==> config.mk <==
export PLATFORM = sky130hd
export DESIGN_NAME = page_commit_ctrl
export DESIGN_NICKNAME = d
export VERILOG_FILES = /design/src/rtl/pgc_pkg.sv /design/src/rtl/pgc_wr_timer.sv /design/src/rtl/pgc_page_buf.sv /design/src/rtl/page_commit_ctrl.sv
export SDC_FILE = /design/constraint.sdc
export NUM_CORES = 1
export LEC_CHECK = 0
export BUFFER_PORTS_ARGS = -buffer_cell sky130_fd_sc_hd__buf_2
export CORE_ASPECT_RATIO = 1.25
export CORE_MARGIN = 4
export CORE_UTILIZATION = 35
export CTS_CLUSTER_DIAMETER = 60
export DETAILED_ROUTE_END_ITERATION = 6
export SLEW_MARGIN = 20
export SYNTH_ARGS = -nofsm -noshare
export SYNTH_HDL_FRONTEND = slang
export SYNTH_SLANG_ARGS = --single-unit
==> constraint.sdc <==
create_clock -name clk -period 6.1 [get_ports clk]
set_input_delay 1.22 -clock clk [delete_from_list [all_inputs] [get_ports clk]]
set_output_delay 1.22 -clock clk [all_outputs]
set_load 0.01 [all_outputs]
==> src/rtl/pgc_pkg.sv <==
package pgc_pkg;
    localparam int PAGE_BYTES = 16;
    localparam int OFF_W      = $clog2(PAGE_BYTES);

    typedef enum logic [1:0] {
        ST_IDLE,
        ST_LOAD,
        ST_HOLD,
        ST_DRAIN
    } pgc_state_e;

    typedef logic [PAGE_BYTES-1:0] slot_mask_t;

    typedef struct packed {
        logic [7:0]       data;
        logic [OFF_W-1:0] idx;
    } head_t;

    // index of the lowest set bit; 0 when the mask is empty
    function automatic logic [OFF_W-1:0] lowest_slot(slot_mask_t m);
        logic [OFF_W-1:0] r;
        r = '0;
        for (int i = PAGE_BYTES - 1; i >= 0; i--) begin
            if (m[i]) r = OFF_W'(i);
        end
        return r;
    endfunction
endpackage

==> src/rtl/pgc_wr_timer.sv <==
module pgc_wr_timer #(
    parameter int TICKS = 64
) (
    input  logic clk,
    input  logic rst,
    input  logic run_i,
    output logic expired_o
);
    localparam int CW = $clog2(TICKS + 1);

    logic [CW-1:0] cnt_q;

    always_ff @(posedge clk) begin
        if (rst || !run_i) cnt_q <= '0;
        else               cnt_q <= cnt_q + 1'b1;
    end

    assign expired_o = run_i && (cnt_q == CW'(TICKS - 1));


    timer_bound_chk: assert property (@(posedge clk) disable iff (rst)
        run_i |-> (cnt_q < CW'(TICKS)));
endmodule

==> src/rtl/pgc_page_buf.sv <==
module pgc_page_buf
    import pgc_pkg::*;
(
    input  logic             clk,
    input  logic             rst,
    input  logic             open_i,
    input  logic [OFF_W-1:0] off_i,
    input  logic             put_i,
    input  logic [7:0]       byte_i,
    input  logic             retire_i,
    output slot_mask_t       mask_o,
    output logic [OFF_W-1:0] ptr_o,
    output head_t            head_o
);
    logic [OFF_W-1:0] ptr_q;
    logic [7:0]       slot_q [PAGE_BYTES];
    logic [OFF_W-1:0] head_idx;

    assign head_idx = lowest_slot(mask_o);

    for (genvar g = 0; g < PAGE_BYTES; g++) begin : g_slot
        logic vld_q;
        always_ff @(posedge clk) begin
            if (rst)                                    slot_q[g] <= '0;
            else if (put_i && ptr_q == OFF_W'(g))       slot_q[g] <= byte_i;
        end
        always_ff @(posedge clk) begin
            if (rst || open_i)                          vld_q <= 1'b0;
            else if (put_i && ptr_q == OFF_W'(g))       vld_q <= 1'b1;
            else if (retire_i && head_idx == OFF_W'(g)) vld_q <= 1'b0;
        end
        assign mask_o[g] = vld_q;
    end

    always_ff @(posedge clk) begin
        if (rst)         ptr_q <= '0;
        else if (open_i) ptr_q <= off_i;
        else if (put_i)  ptr_q <= ptr_q + 1'b1;   // wraps inside the page
    end

    assign ptr_o       = ptr_q;
    assign head_o.idx  = head_idx;
    assign head_o.data = slot_q[head_idx];


    put_marks_chk: assert property (@(posedge clk) disable iff (rst)
        (put_i && !open_i) |=> (mask_o != '0));

    retire_one_chk: assert property (@(posedge clk) disable iff (rst)
        (retire_i && !open_i && !put_i && mask_o != '0)
            |=> ($countones(mask_o) == $countones($past(mask_o)) - 1));
endmodule

==> src/rtl/page_commit_ctrl.sv <==
module page_commit_ctrl
    import pgc_pkg::*;
#(
    parameter int MEM_BYTES   = 1024,
    parameter int WRITE_TICKS = 64
) (
    input  logic                         clk,
    input  logic                         rst,
    input  logic                         sess_start,
    input  logic [$clog2(MEM_BYTES)-1:0] start_addr,
    input  logic                         byte_stb,
    input  logic [7:0]                   byte_data,
    input  logic                         wp_sample,
    input  logic                         sess_end,
    input  logic                         sess_abort,
    output logic                         load_nack,
    output logic                         busy,
    output logic [$clog2(MEM_BYTES)-1:0] cur_addr,
    output logic                         mem_we,
    output logic [$clog2(MEM_BYTES)-1:0] mem_addr,
    output logic [7:0]                   mem_wdata
);
    localparam int AW = $clog2(MEM_BYTES);
    localparam int PW = AW - OFF_W;

    pgc_state_e       state_q;
    logic [PW-1:0]    page_q;
    logic             first_q;
    logic             rej_q;
    logic [AW-1:0]    cur_q;

    slot_mask_t       mask;
    logic [OFF_W-1:0] ptr;
    head_t            head;
    logic             expired;

    logic in_load, accept, open_s, put_s, byte_ev;

    assign in_load = (state_q == ST_LOAD);
    assign byte_ev = in_load && byte_stb && !sess_end && !sess_abort;
    assign accept  = in_load && !rej_q && !(first_q && wp_sample);
    assign open_s  = (state_q == ST_IDLE) && sess_start;
    assign put_s   = byte_ev && accept;

    pgc_page_buf u_buf (
        .clk      (clk),
        .rst      (rst),
        .open_i   (open_s),
        .off_i    (start_addr[OFF_W-1:0]),
        .put_i    (put_s),
        .byte_i   (byte_data),
        .retire_i (state_q == ST_DRAIN),
        .mask_o   (mask),
        .ptr_o    (ptr),
        .head_o   (head)
    );

    pgc_wr_timer #(.TICKS(WRITE_TICKS)) u_timer (
        .clk       (clk),
        .rst       (rst),
        .run_i     (state_q == ST_HOLD),
        .expired_o (expired)
    );

    always_ff @(posedge clk) begin
        if (rst) begin
            state_q <= ST_IDLE;
            page_q  <= '0;
            first_q <= 1'b0;
            rej_q   <= 1'b0;
            cur_q   <= '0;
        end else begin
            unique case (state_q)
                ST_IDLE: if (sess_start) begin
                    state_q <= ST_LOAD;
                    page_q  <= start_addr[AW-1:OFF_W];
                    first_q <= 1'b1;
                    rej_q   <= 1'b0;
                end
                ST_LOAD: begin
                    if (sess_abort) begin
                        state_q <= ST_IDLE;
                    end else if (sess_end) begin
                        cur_q   <= {page_q, ptr};
                        state_q <= (mask != '0 && !rej_q) ? ST_HOLD : ST_IDLE;
                    end else if (byte_stb) begin
                        first_q <= 1'b0;
                        if (first_q && wp_sample) rej_q <= 1'b1;
                    end
                end
                ST_HOLD:  if (expired) state_q <= ST_DRAIN;
                ST_DRAIN: if ($countones(mask) <= 1) state_q <= ST_IDLE;
                default:  state_q <= ST_IDLE;
            endcase
        end
    end

    assign load_nack = byte_stb && !accept;
    assign busy      = (state_q == ST_HOLD) || (state_q == ST_DRAIN);
    assign cur_addr  = cur_q;
    assign mem_we    = (state_q == ST_DRAIN) && (mask != '0);
    assign mem_addr  = {page_q, head.idx};
    assign mem_wdata = head.data;


    busy_start_chk: assert property (@(posedge clk) disable iff (rst)
        $rose(busy) |-> $past(sess_end));

    busy_end_chk: assert property (@(posedge clk) disable iff (rst)
        $fell(busy) |-> $past(mem_we));

    busy_addr_hold_chk: assert property (@(posedge clk) disable iff (rst)
        busy |=> $stable(cur_addr));

    busy_nack_chk: assert property (@(posedge clk) disable iff (rst)
        (busy && byte_stb) |-> load_nack);
endmodule

Word-level counts from Yosys, hierarchy flattened
Memories as Yosys holds them, arrays and structs flattened.
Index checks and enable logic that the tools add are counted.
Word-level totals
  register bits: 47
  bits in latches: 0
  bits in writable memories: 128
  memory bits (read-only): 0
  input bits: 25
  output and inout bits: 31
  logic and storage cells: 315
  memories: 1
Cells by class
  add/sub/neg operators: 17
  $mul: 0
  div/mod/pow operators: 0
  order comparisons: 1
  equal/unequal tests: 42
  shift-type cells: 0
  mux-type cells: 134
  bitwise logic cells: 17
  reduce and logical (&&, ||, !) cells: 80
Memories
  u_buf.slot_q: depth 16, width 8, rd ports 1, clocked after memory_dff 0, wr ports 16, RTL line pgc_page_buf.sv:16  | logic [7:0] slot_q [PAGE_BYTES];
Operator list (count)
  2-to-1 mux 8 bit: 16
  2-to-1 mux 1 bit: 91
  2-to-1 mux 4 bit: 18
  == test 4 bit, second input constant: 16
  logical AND 1 bit: 44
  nonzero test 2 bit: 18
  == test 4 x 3 -> 1 bit, second input constant: 8
  adder 1 x 1 -> 2 bit: 8
  == test 4 x 2 -> 1 bit, second input constant: 4
  OR 1 bit: 16
  nonzero test 16 bit: 1
  adder 2 x 2 -> 3 bit: 4
  2-to-1 mux 2 bit: 6
  != test 2 bit, second input constant: 6
  adder 3 x 3 -> 4 bit: 2
  == test 4 x 1 -> 1 bit, second input constant: 2
  zero test 4 bit: 2
  one-hot mux 2 bit (4 select lines): 1
  adder 7 x 1 -> 7 bit, second input constant: 1
  == test 7 x 6 -> 1 bit, second input constant: 1
  zero test 1 bit: 6
  AND reduction 6 bit: 1
  adder 4 x 4 -> 5 bit: 1
  <= comparator 5 x 1 -> 1 bit, second input constant: 1
  13 further kinds: 17

Depth between registers and ports, before layout
Gate-level depths: netlist of the first run.
  depth after elaboration: 20
  gate-level depth with buffers: 15
  depth with buffers taken out: 15

Cells and area by module
A second synthesis of the first run with hierarchy kept.
Second synthesis, totals
  cells, all modules: 784
  area, all modules: 8743.4 um2
By module, submodules not included
  pgc_page_buf: instances 1, cells each 615, area an instance 7220.7 um2, sequential area each 4244.1 um2
  page_commit_ctrl: instances 1, cells each 139, area an instance 1242.4 um2, sequential area each 400.4 um2
  pgc_wr_timer: instances 1, cells each 30, area an instance 280.3 um2, sequential area each 140.1 um2

Worst setup path after synthesis of the first run
OpenSTA, ideal clock, no wires.
  kind: register to register
  from: register u_buf.g_slot[4].vld_q
  to: register with a tool-made name
  library setup time: 128 ps
  arrival: 3816 ps
  data required time: 5972 ps
  setup slack: 2157 ps
  stages on the path, launching flop included: 16
  buffers on the path: 0
  clock period less this slack: 3943 ps
  cells stage by stage: dfxtp_1 > fa_1 > fa_1 > inv_1 > fa_1 > fa_1 > inv_1 > ha_1 > inv_1 > fa_1 > a211oi_1 > mux2i_1 > o21ai_0 > o311ai_0 > mux2i_1 > nor2_1
RTL lines
  start: declaration: RTL line pgc_page_buf.sv:22  | logic vld_q;
  start signal: assignment: RTL line pgc_page_buf.sv:28  | if (rst || open_i) vld_q <= 1'b0;
  start signal: assignment: RTL line pgc_page_buf.sv:29  | else if (put_i && ptr_q == OFF_W'(g)) vld_q <= 1'b1;
  start signal: assignment: RTL line pgc_page_buf.sv:30  | else if (retire_i && head_idx == OFF_W'(g)) vld_q <= 1'b0;

Worst setup path in the final report of the first run
  from: register u_buf.g_slot[2].vld_q
  to: output port mem_wdata[7]
On the way
  longest elaborated chain between the ends: 4
Ends and longest elaborated chain
  start: declaration: RTL line pgc_page_buf.sv:22
  start signal: assignment: RTL line pgc_page_buf.sv:28
  start signal: assignment: RTL line pgc_page_buf.sv:29
  start signal: assignment: RTL line pgc_page_buf.sv:30
  2-to-1 mux 4 bit (3 in series): RTL line pgc_pkg.sv:24  | if (m[i]) r = OFF_W'(i);
  memory read (16 x 8 bit)
  end: declaration: RTL line page_commit_ctrl.sv:21  | output logic [7:0] mem_wdata
Every way passes these cells.

==> impl_results.md, run 1 <==
- Design Power: 2490 µW
- Synth top area cells: edfxtp_1, dfxtp_1, and2_1
- Post-CTS Resized: 0
- Dominant synthesized flop cell: edfxtp_1
- EDFF count, synth: 128
- Post-synthesis mux area share: around 4.2%
- Hold Path Origin: u_timer.cnt_q[0]$_SDFF_PP0_
- Area grow syn2layout: 13.4%
- Num CTS Buffers: 17
- Final net count: 851
- FP Rows: 63
- Total Routing Usage GR: 16.7%
- Sw Ratio: ~23%
- Layout Utilization: about two fifths
- Hold Vio Cnt, Final: 0
- R2R depth: 15
- Yosys top cell by area: edfxtp_1
- Post-Synthesis Cells: about 770
- WS Path Type: reg -> out
- Compound-gate portion of the synthesized area: 9.89%
- Yosys Warn Count: 0
- Clk buf depth: 2
- First-pass GRT wire length: 34300 µm
- Final-report max-slew violation count: 0
- Main combinational cell family by area after synthesis: simple AND/OR/NAND/NOR gates
- Die area: 0.0267 mm²
- Vias in the first global route: between 5000 and 6000
- Worst relative slew slack: 37.7%
- Fmax: 0.210 GHz
- Die width: 147 µm
- GP Congestion: 0.887
- Core outline area: 0.0237 mm²
- Top cell type's share of synthesized area: 45.5%
- Final setup TNS: 0 ns
- Async set-reset flop share out of synthesis: 0%
- Pin count of the biggest net entering global routing: 37
- Initial antenna violation count: 0
- Adder-cell area share of the yosys netlist: 4.15%
- Hold crit path type: reg -> reg
- Grt ovf: 0
- Combinational Power Share: under 10%
- Worst Setup EP: mem_wdata[7]
- Reg-to-reg startpoint: u_buf.g_slot[2].vld_q$_SDFFE_PP0P_
- Sequential fraction of the synthesis area: a little under three fifths
- CTS Hold Buffers Added: 0
- Arrival @ worst endpoint: 3.55 ns
- Critical Path Start: u_buf.g_slot[2].vld_q$_SDFFE_PP0P_
- Routing usage on met1: 21.4%
- Switch Pwr: 575 µW
- R2r setup slk: 1.40 ns
- CP endpoint kind: output pin
- Ant diodes: 0
- Clk sinks: 175
- I/O Buffers: 55
- Pwr dens: 259 mW/mm²
- Max_cap viols: 0
- Outcome: finished clean
- Wire per inst: roughly 19 µm
- Tmin final: 4.77 ns
- Cell area after layout: 0.00959 mm²
- Post-Syn Nets: approximately 800
- CP startpoint kind: flop
- Drt via density: between 5 and 6
- Post-DP Area: 0.00902 mm²
- RSZ-0062 raised after global routing: no
- DR pass1 iterations: 6
- Static leakage: 0.00381 µW
- Xor/xnor share of the synthesized area: less than 1%
- Clk_skew: 0.0137 ns
- Layout cells sized above 1: 12.2%
- Clock transition at the registers of the reported paths: approximately 0.07 ns
- DRC Markers: 0
- GR peak layer: met2
- Flop pwr share: 53.4%
- Synth cell types: 55
- Starting density of the core: 35.6%
- Global Route met3 Usage: under 10%
- Worst path required time: about 4.9 ns
- Grt met2 use: 27.7%
- Iteration-0 DRC Markers: 559
- Final setup fails: 0
- CP Max Fanout: 23
- Worst-margin pin slew: 0.931 ns
- Cell area after synthesis: 0.00845 mm²
- Final period util: 78.1%
- # IOs: 56
- Peak VDD IR: 166 µV
- Average size of a mapped cell: 11.0 µm²
- Clk pwr share: 42.3%
- Routed Antenna Nets: 0
- Die Y: 182 µm
- CTS H-tree depth: 4
- DP HPWL: ~16000 µm
- Internal: about 1900 µW
- Root buffer cell: clkbuf_16
- DR vias: 5905
- Worst skew pair latency: 0.43 ns
- Detailed Route WL: 22000 µm
- Synth Area in Simple Gates: 21.2%
- Post-CTS Setup Inserts: 0
- CTS tree: built
- #FFs+latches synth: 175
-- through the flow --
stage          setup slack (ns)  std cells  hold slack (ns)
2_1_floorplan              2.16        768            0.413
3_3_place_gp               1.49       1110            0.435
3_5_place_dp               1.40       1110            0.444
4_1_cts                    1.33       1142            0.458
5_1_grt                    1.04       1142            0.475
6_report                   1.33       1142            0.455
-- cells by family (layout without fill, tap and decap cells) --
kind of cell / Yosys count / in the layout
simple gates: 333 / 333
flops: 175 / 175
compound gates: 126 / 126
buf+inv: 69 / 118
mux: 35 / 35
fa+ha+maj: 22 / 22
xor+xnor: 8 / 8
-- cells in the mapped netlist, types with 4 or more instances --
master	instances
and2_1	135
edfxtp_1	128
nand2_1	81
dfxtp_1	47
nor2_1	46
a21oi_1	39
clkbuf_1	33
mux2i_1	31
inv_1	26
nand3_1	18
o21ai_0	17
a22oi_1	12
ha_1	12
o22ai_1	12
a31oi_1	10
fa_1	10
or4_1	8
nand2b_1	7
and3_1	6
buf_2	6
nor2b_1	6
a211oi_1	5
o221ai_1	5
or3_1	5
xnor2_1	5
a222oi_1	4
buf_1	4
mux2_2	4
nand4b_1	4
nor3_1	4
o2bb2ai_1	4
-- worst min path at each step --
stage | to | depth (start not counted)
final | u_timer.cnt_q[0]$_SDFF_PP0_ | 1
after global routing | u_timer.cnt_q[0]$_SDFF_PP0_ | 1
after CTS | cur_addr[5]$_SDFFE_PP0P_ | 2
after detailed placement | u_timer.cnt_q[0]$_SDFF_PP0_ | 1
after global placement | u_timer.cnt_q[0]$_SDFF_PP0_ | 1
after floorplan | u_timer.cnt_q[0]$_SDFF_PP0_ | 1
-- final cells by class --
type                            count  area (µm²)
Clock buffer                       20         437
Clock inverter                     12         124
Fill cell                        2305       14100
Inverter                           26        97.6
Multi-Input combinational cell    524        3420
Sequential cell                   175        4780
Tap cell                          325         407
Timing Repair Buffer               60         313
-- layout by cell type, fill, tap and decap left out, types with 6 or more instances in the layout --
| cell | synthesis | routed |
|---|---|---|
| nand2b_1 | 7 | 7 |
| edfxtp_1 | 128 | 128 |
| inv_1 | 26 | 26 |
| fa_1 | 10 | 10 |
| nor2b_1 | 6 | 6 |
| ha_1 | 12 | 12 |
| clkbuf_16 | 0 | 17 |
| or4_1 | 8 | 8 |
| buf_2 | 6 | 55 |
| o22ai_1 | 12 | 12 |
| dfxtp_1 | 47 | 47 |
| nand3_1 | 18 | 18 |
| a22oi_1 | 12 | 12 |
| and3_1 | 6 | 6 |
| nand2_1 | 81 | 81 |
| nor2_1 | 46 | 46 |
| and2_1 | 135 | 135 |
| o21ai_0 | 17 | 17 |
| mux2i_1 | 31 | 31 |
| a21oi_1 | 39 | 39 |
| a31oi_1 | 10 | 10 |
-- power by group through the flow --
stage	Combinational, µW	Clock [µW]	Sequential, µW
detailed placement	110	0	1350
CTS	111	1060	1330
global placement	110	0	1350
global route	120	1110	1330
floorplan	66.2	0	1340
finish	108	1050	1330
-- state kept, by name (all words and copies together), names as in the netlist, named ones only --
| name | count |
|---|---|
| u_buf.ptr_o | 4 |
| state_q | 1 |
| rej_q | 1 |
| u_timer.cnt_q | 7 |
| u_buf.g_slot.vld_q | 16 |
| page_q | 6 |
| u_buf.slot_q | 128 |
| cur_addr | 10 |
| first_q | 1 |
-- worst max-delay path, stage by stage (launching register included) --
cell      delay, ns
dfxtp_1        0.55
or4_1          0.67
nor2_1         0.24
and3_1         0.70
nand2_1        0.41
o221ai_1       0.28
or4_1          0.13
buf_2          0.12
-- layer usage --
| layer | wire, µm | up-vias |
|---|---|---|
| li1 | - | 2811 |
| met1 | 9370 | 2870 |
| met2 | 10800 | 184 |
| met3 | 1120 | 40 |
| met4 | 745 | 0 |
| met5 | 0 | - |
Power figures use the tool's default switching activity.
==> run 2: changes to the inputs <==
Clock period 6.1 ns to 5 ns, I/O delays scaled along.
==> impl_results.md, run 2 (synthesis results as in run 1) <==
- Final period util: around nine tenths
- CP max stage cell: or4_1
- Area grow syn2layout: 14.5%
- Peak VDD IR: 205 µV
- Post-CTS Resized: 0
- Final net count: 854
- WS Path Type: reg -> out
- RSZ-0062 raised after global routing: no
- Outcome: finished clean
- Design Power: 3180 µW
- Setup WS pre-CTS: 0.699 ns
- DRC Markers: 0
- CP endpoint kind: output pin
- Clk_skew: 0.0103 ns
- Cells along the critical path: inv_1, ha_1, o21bai_1, o211ai_1, a2bb2oi_4, mux2_2, a221o_1, or4_1, buf_2
- CTS tree: built
- Ant diodes: 0
- Clk buf depth: 2
- Fmax: 0.227 GHz
- Biggest register: u_buf.slot_q
- Arrival @ worst endpoint: 3.41 ns
- Wire per inst: 19.3 µm
- Initial antenna violation count: 0
- Clk sinks: 175
- Worst-margin pin slew: 0.928 ns
- Worst relative slew slack: 37.9%
- Sw Ratio: 21.9%
- Detailed Route WL: between 20000 and 25000 µm
- Worst path required time: 4.00 ns
- Worst skew pair latency: 0.43 ns
- # IOs: 56
- Switch Pwr: around 700 µW
- Flop pwr share: 50.9%
- Most frequent cells in the layout: and2_1, edfxtp_1, nand2_1
- Pwr dens: 328 mW/mm²
- Iteration-0 DRC Markers: 485
- Tmin final: 4.41 ns
- Total Routing Usage GR: 16.8%
- Final setup TNS: 0 ns
- Final-report max-slew violation count: 0
- Crit-path max cell delay: 0.56 ns
- Starting density of the core: 35.6%
- Die Y: approximately 180 µm
- R2r setup slk: 0.64 ns
- Grt ovf: 0
- Layout cells sized above 1: 12.7%
- CP Max Fanout: 13
- Hold Slack: 0.445 ns
- DR top layer: met4
- DR WL met2: 10800 µm
- Routed met3 length: 1130 µm
- Die area: 0.0267 mm²
- Fin cells: 1145
- I/O Buffers: 55
- Combinational Power Share: 4.2%
- CP startpoint kind: flop
- FP Rows: 63
- CTS H-tree depth: 4
- GP Congestion: 0.954
- DP HPWL: ~16000 µm
- Root buffer cell: clkbuf_16
- Pin count of the biggest net entering global routing: 36
- Hold Vio Cnt, Final: 0
- CTS Hold Buffers Added: 0
- DR vias: 5920
- Final setup fails: 0
- Routed Antenna Nets: 0
- Core outline area: approximately 0.024 mm²
- DR pass1 iterations: 5
- Drt via density: 5.17
- Internal: 2480 µW
- First-pass GRT wire length: 34100 µm
- Most common cell after layout, fill and taps aside: and2_1
- Post-CTS Setup Inserts: 0
- Max_cap viols: 0
- Largest register FFs: 128
- M1 wire length: between 9000 and 10000 µm
- Hold crit path type: reg -> reg
- Worst setup margin: roughly 0.59 ns
- Die width: 147 µm
- Clk pwr share: 44.9%
- Static leakage: just under 0.004 µW
- DP Cell Count: 1113
- Num CTS Buffers: 17
- Clock transition at the registers of the reported paths: 0.07 ns
- Vias in the first global route: 5998
==> run 2: changes by cell type in the layout (fill, tap and decap cells not counted), moves of 2 or more <==
cell and delta:
clkinvlp_4 +2, clkinv_4 -3, clkbuf_1 -2, bufinv_16 +3, buf_4 +3
==> run 2: worst paths after layout <==
kind,from,end,cells past startpoint
hold reg to reg,u_timer.cnt_q[0]$_SDFF_PP0_,u_timer.cnt_q[0]$_SDFF_PP0_,1
setup reg to reg,u_buf.g_slot[0].vld_q$_SDFFE_PP0P_,flop,15
hold / removal,u_timer.cnt_q[0]$_SDFF_PP0_,u_timer.cnt_q[0]$_SDFF_PP0_,1
setup / recovery,u_buf.g_slot[14].vld_q$_SDFFE_PP0P_,mem_wdata[6],9
==> run 2: cell type report <==
class / count / area [µm²]
fillers: 2251 / 14000
flip-flops and latches: 175 / 4780
multi-input cells: 524 / 3420
clock buffers: 18 / 429
well taps: 325 / 407
repair buffers: 63 / 335
clock inverters: 14 / 204
inverters: 26 / 97.6
==> run 2: power by group through the flow <==
stage,logic [µW],registers (µW),clock network [µW]
floorplan,80.7,1640,0
global placement,134,1650,0
detailed placement,136,1650,0
CTS,137,1620,1450
global route,148,1620,1510
finish,135,1620,1430
==> run 2: per-stage QoR <==
stage | area (µm²) | util [%]
floorplan | 8450 | -
global placement | 9050 | 38.1
detailed placement | 9050 | 38.1
CTS | 9680 | 40.8
global route | 9680 | 40.8
finish | 9680 | 40.8
==> run 2: layer usage <==
layer	vias up	GRT usage (%)
met5	-	0
met4	0	6.86
met3	41	3.32
met2	191	28.0
met1	2869	21.3
li1	2819	-
==> run 2: worst max-delay path: cells and delay by family (launching register included) <==
kind            cells  cell delay [ns]
flops               1             0.38
mux                 1             0.40
simple gates        1             0.56
compound gates      4             1.19
fa+ha+maj           1             0.18
buf+inv             2             0.26
==> run 3: changes to the inputs <==
--- a/config.mk
+++ b/config.mk
@@ -15,3 +15,4 @@
 export SYNTH_ARGS = -nofsm -noshare
 export SYNTH_HDL_FRONTEND = slang
+export SYNTH_HIERARCHICAL = 1
 export SYNTH_SLANG_ARGS = --single-unit
==> constraint.sdc (replaced) <==
create_clock -name clk -period 5 [get_ports clk]
set_input_delay 1 -clock clk [delete_from_list [all_inputs] [get_ports clk]]
set_output_delay 1 -clock clk [all_outputs]
set_load 0.05 [all_outputs]
==> impl_results.md, run 3 <==
- Clk pwr share: 41.9%
- Sequential fraction of the synthesis area: 54.7%
- M1 wire length: 9290 µm
- Clk sinks: 175
- I/O Buffers: 55
- Starting density of the core: 35.6%
- Worst-margin pin slew: 0.749 ns
- Worst path required time: 4.00 ns
- Layout Utilization: 39.8%
- EDFF count, synth: 128
- Routed Antenna Nets: 0
- Hold Vio Cnt, Final: 0
- Outcome: finished clean
- Design Power: 3060 µW
- Final setup TNS: 0 ns
- Largest register FFs: 128
- Yosys Warn Count: 6
- First-pass GRT wire length: 34600 µm
- Most common cell after layout, fill and taps aside: and2_1
- Post-Syn Nets: slightly above 800
- Iteration-0 DRC Markers: 591
- Pin count of the biggest net entering global routing: 38
- CTS H-tree depth: 4
- Max_cap viols: 0
- Core outline area: 0.0246 mm²
- Most numerous cell in the Yosys netlist: and2_1
- Post-DP Area: around 0.0092 mm²
- CP endpoint kind: output pin
- Flop pwr share: between 50 and 60%
- Average size of a mapped cell: about 11 µm²
- Internal: 2300 µW
- #FFs+latches synth: 175
- Final period util: 88.0%
- Num CTS Buffers: 17
- Dominant synthesized flop cell: edfxtp_1
- DRC Markers: 0
- R2R depth: 12
- Final-report max-slew violation count: 0
- CTS Hold Buffers Added: 0
- Synth top area cells: edfxtp_1, dfxtp_1, and2_1
- DR top layer: met4
- CP startpoint kind: flop
- DR pass1 iterations: 6
- Hold crit path type: reg -> reg
- Wire per inst: around 19 µm
- Switch Pwr: 760 µW
- Clock transition at the registers of the reported paths: 0.07 ns
- DR vias: roughly 6000
- WS Path Type: reg -> out
- Vias in the first global route: 6084
- Worst skew pair latency: 0.44 ns
- Root buffer cell: clkbuf_16
- Tmin final: 4.40 ns
- Cell area after synthesis: 0.00874 mm²
- Biggest register: u_buf/slot_q
- GP Congestion: 0.909
- Routed met3 length: roughly 1500 µm
- Hold Path Origin: cur_addr[0]$_SDFFE_PP0P_
- Die width: 149 µm
- Die area: 0.0276 mm²
- CP Max Fanout: 18
- Grt ovf: 0
- # fillers: 2384
- Post-CTS Resized: 0
- Final net count: roughly 860
- Fmax: 0.227 GHz
- Initial antenna violation count: 0
- Most frequent cells in the layout: and2_1, edfxtp_1, buf_2
- Setup WS pre-CTS: 0.972 ns
- Ant diodes: 0
- Arrival @ worst endpoint: 3.40 ns
- DP HPWL: 15900 µm
- Clk buf depth: 2
- Cell area after layout: just under 0.01 mm²
- Synth cell types: 66
- Multi-input gate area: 0.00356 mm²
- R2r setup slk: 0.95 ns
- Post-CTS Setup Inserts: 0
- Worst setup margin: about 0.60 ns
- Worst relative slew slack: 50.0%
- Clk_skew: 0.0214 ns
- # IOs: 56
- Sw Ratio: 24.8%
- Commonest cells post-synth: and2_1, edfxtp_1, nor2_1
- Layout cells sized above 1: around 16%
- Peak VDD IR: 238 µV
- Top cell type's share of synthesized area: 44.0%
- Reg-to-reg startpoint: u_buf/g_slot[0].vld_q$_SDFFE_PP0P_
- Total Routing Usage GR: 16.7%
- Critical Path Start: u_buf/g_slot[9].vld_q$_SDFFE_PP0P_
- RSZ-0062 raised after global routing: no
- Final setup fails: 0
- FP Rows: 64
- Storage element area: around 0.0048 mm²
- Pwr dens: between 300 and 400 mW/mm²
- Die Y: 185 µm
- Static leakage: 0.00370 µW
- Drt via density: 5.18
- Hold path cells: 2
- Detailed Route WL: 22300 µm
- Yosys top cell by area: edfxtp_1
- Hold Path End: cur_addr[0]$_SDFFE_PP0P_
- Post-Synthesis Cells: 784
- Area grow syn2layout: 11.9%
- DR WL met2: approximately 11000 µm
- CTS tree: built
- Combinational Power Share: 5.3%
- Async set-reset flop share out of synthesis: 0%
-- run 3: cell types whose count changed after synthesis, sizes merged, moves of 10 or more --
cell,delta
nor2,+10
nand4,+11
mux2i,-21
clkbuf,-10
buf,+18
a22oi,+11
nand2,-36
nand2b,+17
mux2,+22
-- run 3: logic make-up after synthesis --
logic type	synth area share, %
simple gates	21.6
buf+inv	4.71
mux	4.49
flops	54.7
fa+ha+maj	3.86
xor+xnor	0.601
compound gates	9.97
-- run 3: area by class of cell --
class                   count  share of cell area [%]
inverters                  33                    1.27
flip-flops and latches    175                    48.9
well taps                 330                    4.22
multi-input cells         525                    36.4
clock buffers              17                    4.35
repair buffers             63                    3.43
clock inverters            14                    1.46
-- run 3: worst max path at each step --
| stage | to | slack, ns | cells past startpoint |
|---|---|---|---|
| final | mem_wdata[6] | 0.60 | 8 |
| after global routing | mem_wdata[1] | 0.45 | 8 |
| after CTS | mem_wdata[6] | 0.59 | 8 |
| after detailed placement | flop | 0.97 | 12 |
| after global placement | flop | 1.04 | 12 |
| after floorplan | flop | 1.12 | 13 |
-- run 3: critical path, stage by stage (launching register included) --
cell	delay, ns
dfxtp_1	0.39
or3_1	0.41
nand2b_1	0.20
o22ai_4	0.53
buf_4	0.35
mux2_2	0.37
a221oi_1	0.33
nand3_1	0.13
buf_2	0.24
-- run 3: power by group through the flow --
stage               sequential [µW]  clock, µW  combinational, µW
global placement               1650          0                164
finish                         1620       1280                163
floorplan                      1650          0               95.2
detailed placement             1650          0                165
global route                   1620       1380                177
CTS                            1620       1310                165
-- run 3: layer usage --
| layer | track usage (%) | vias to the layer above |
|---|---|---|
| li1 | - | 2850 |
| met4 | 7.47 | 0 |
| met1 | 20.5 | 2888 |
| met2 | 27.5 | 208 |
| met5 | 0 | - |
| met3 | 4.43 | 49 |
-- run 3: per-stage QoR --
step,instances,hold WS [ns]
finish,1157,0.457
global route,1157,0.475
CTS,1157,0.459
detailed placement,1126,0.447
global placement,1126,0.441
floorplan,784,0.429
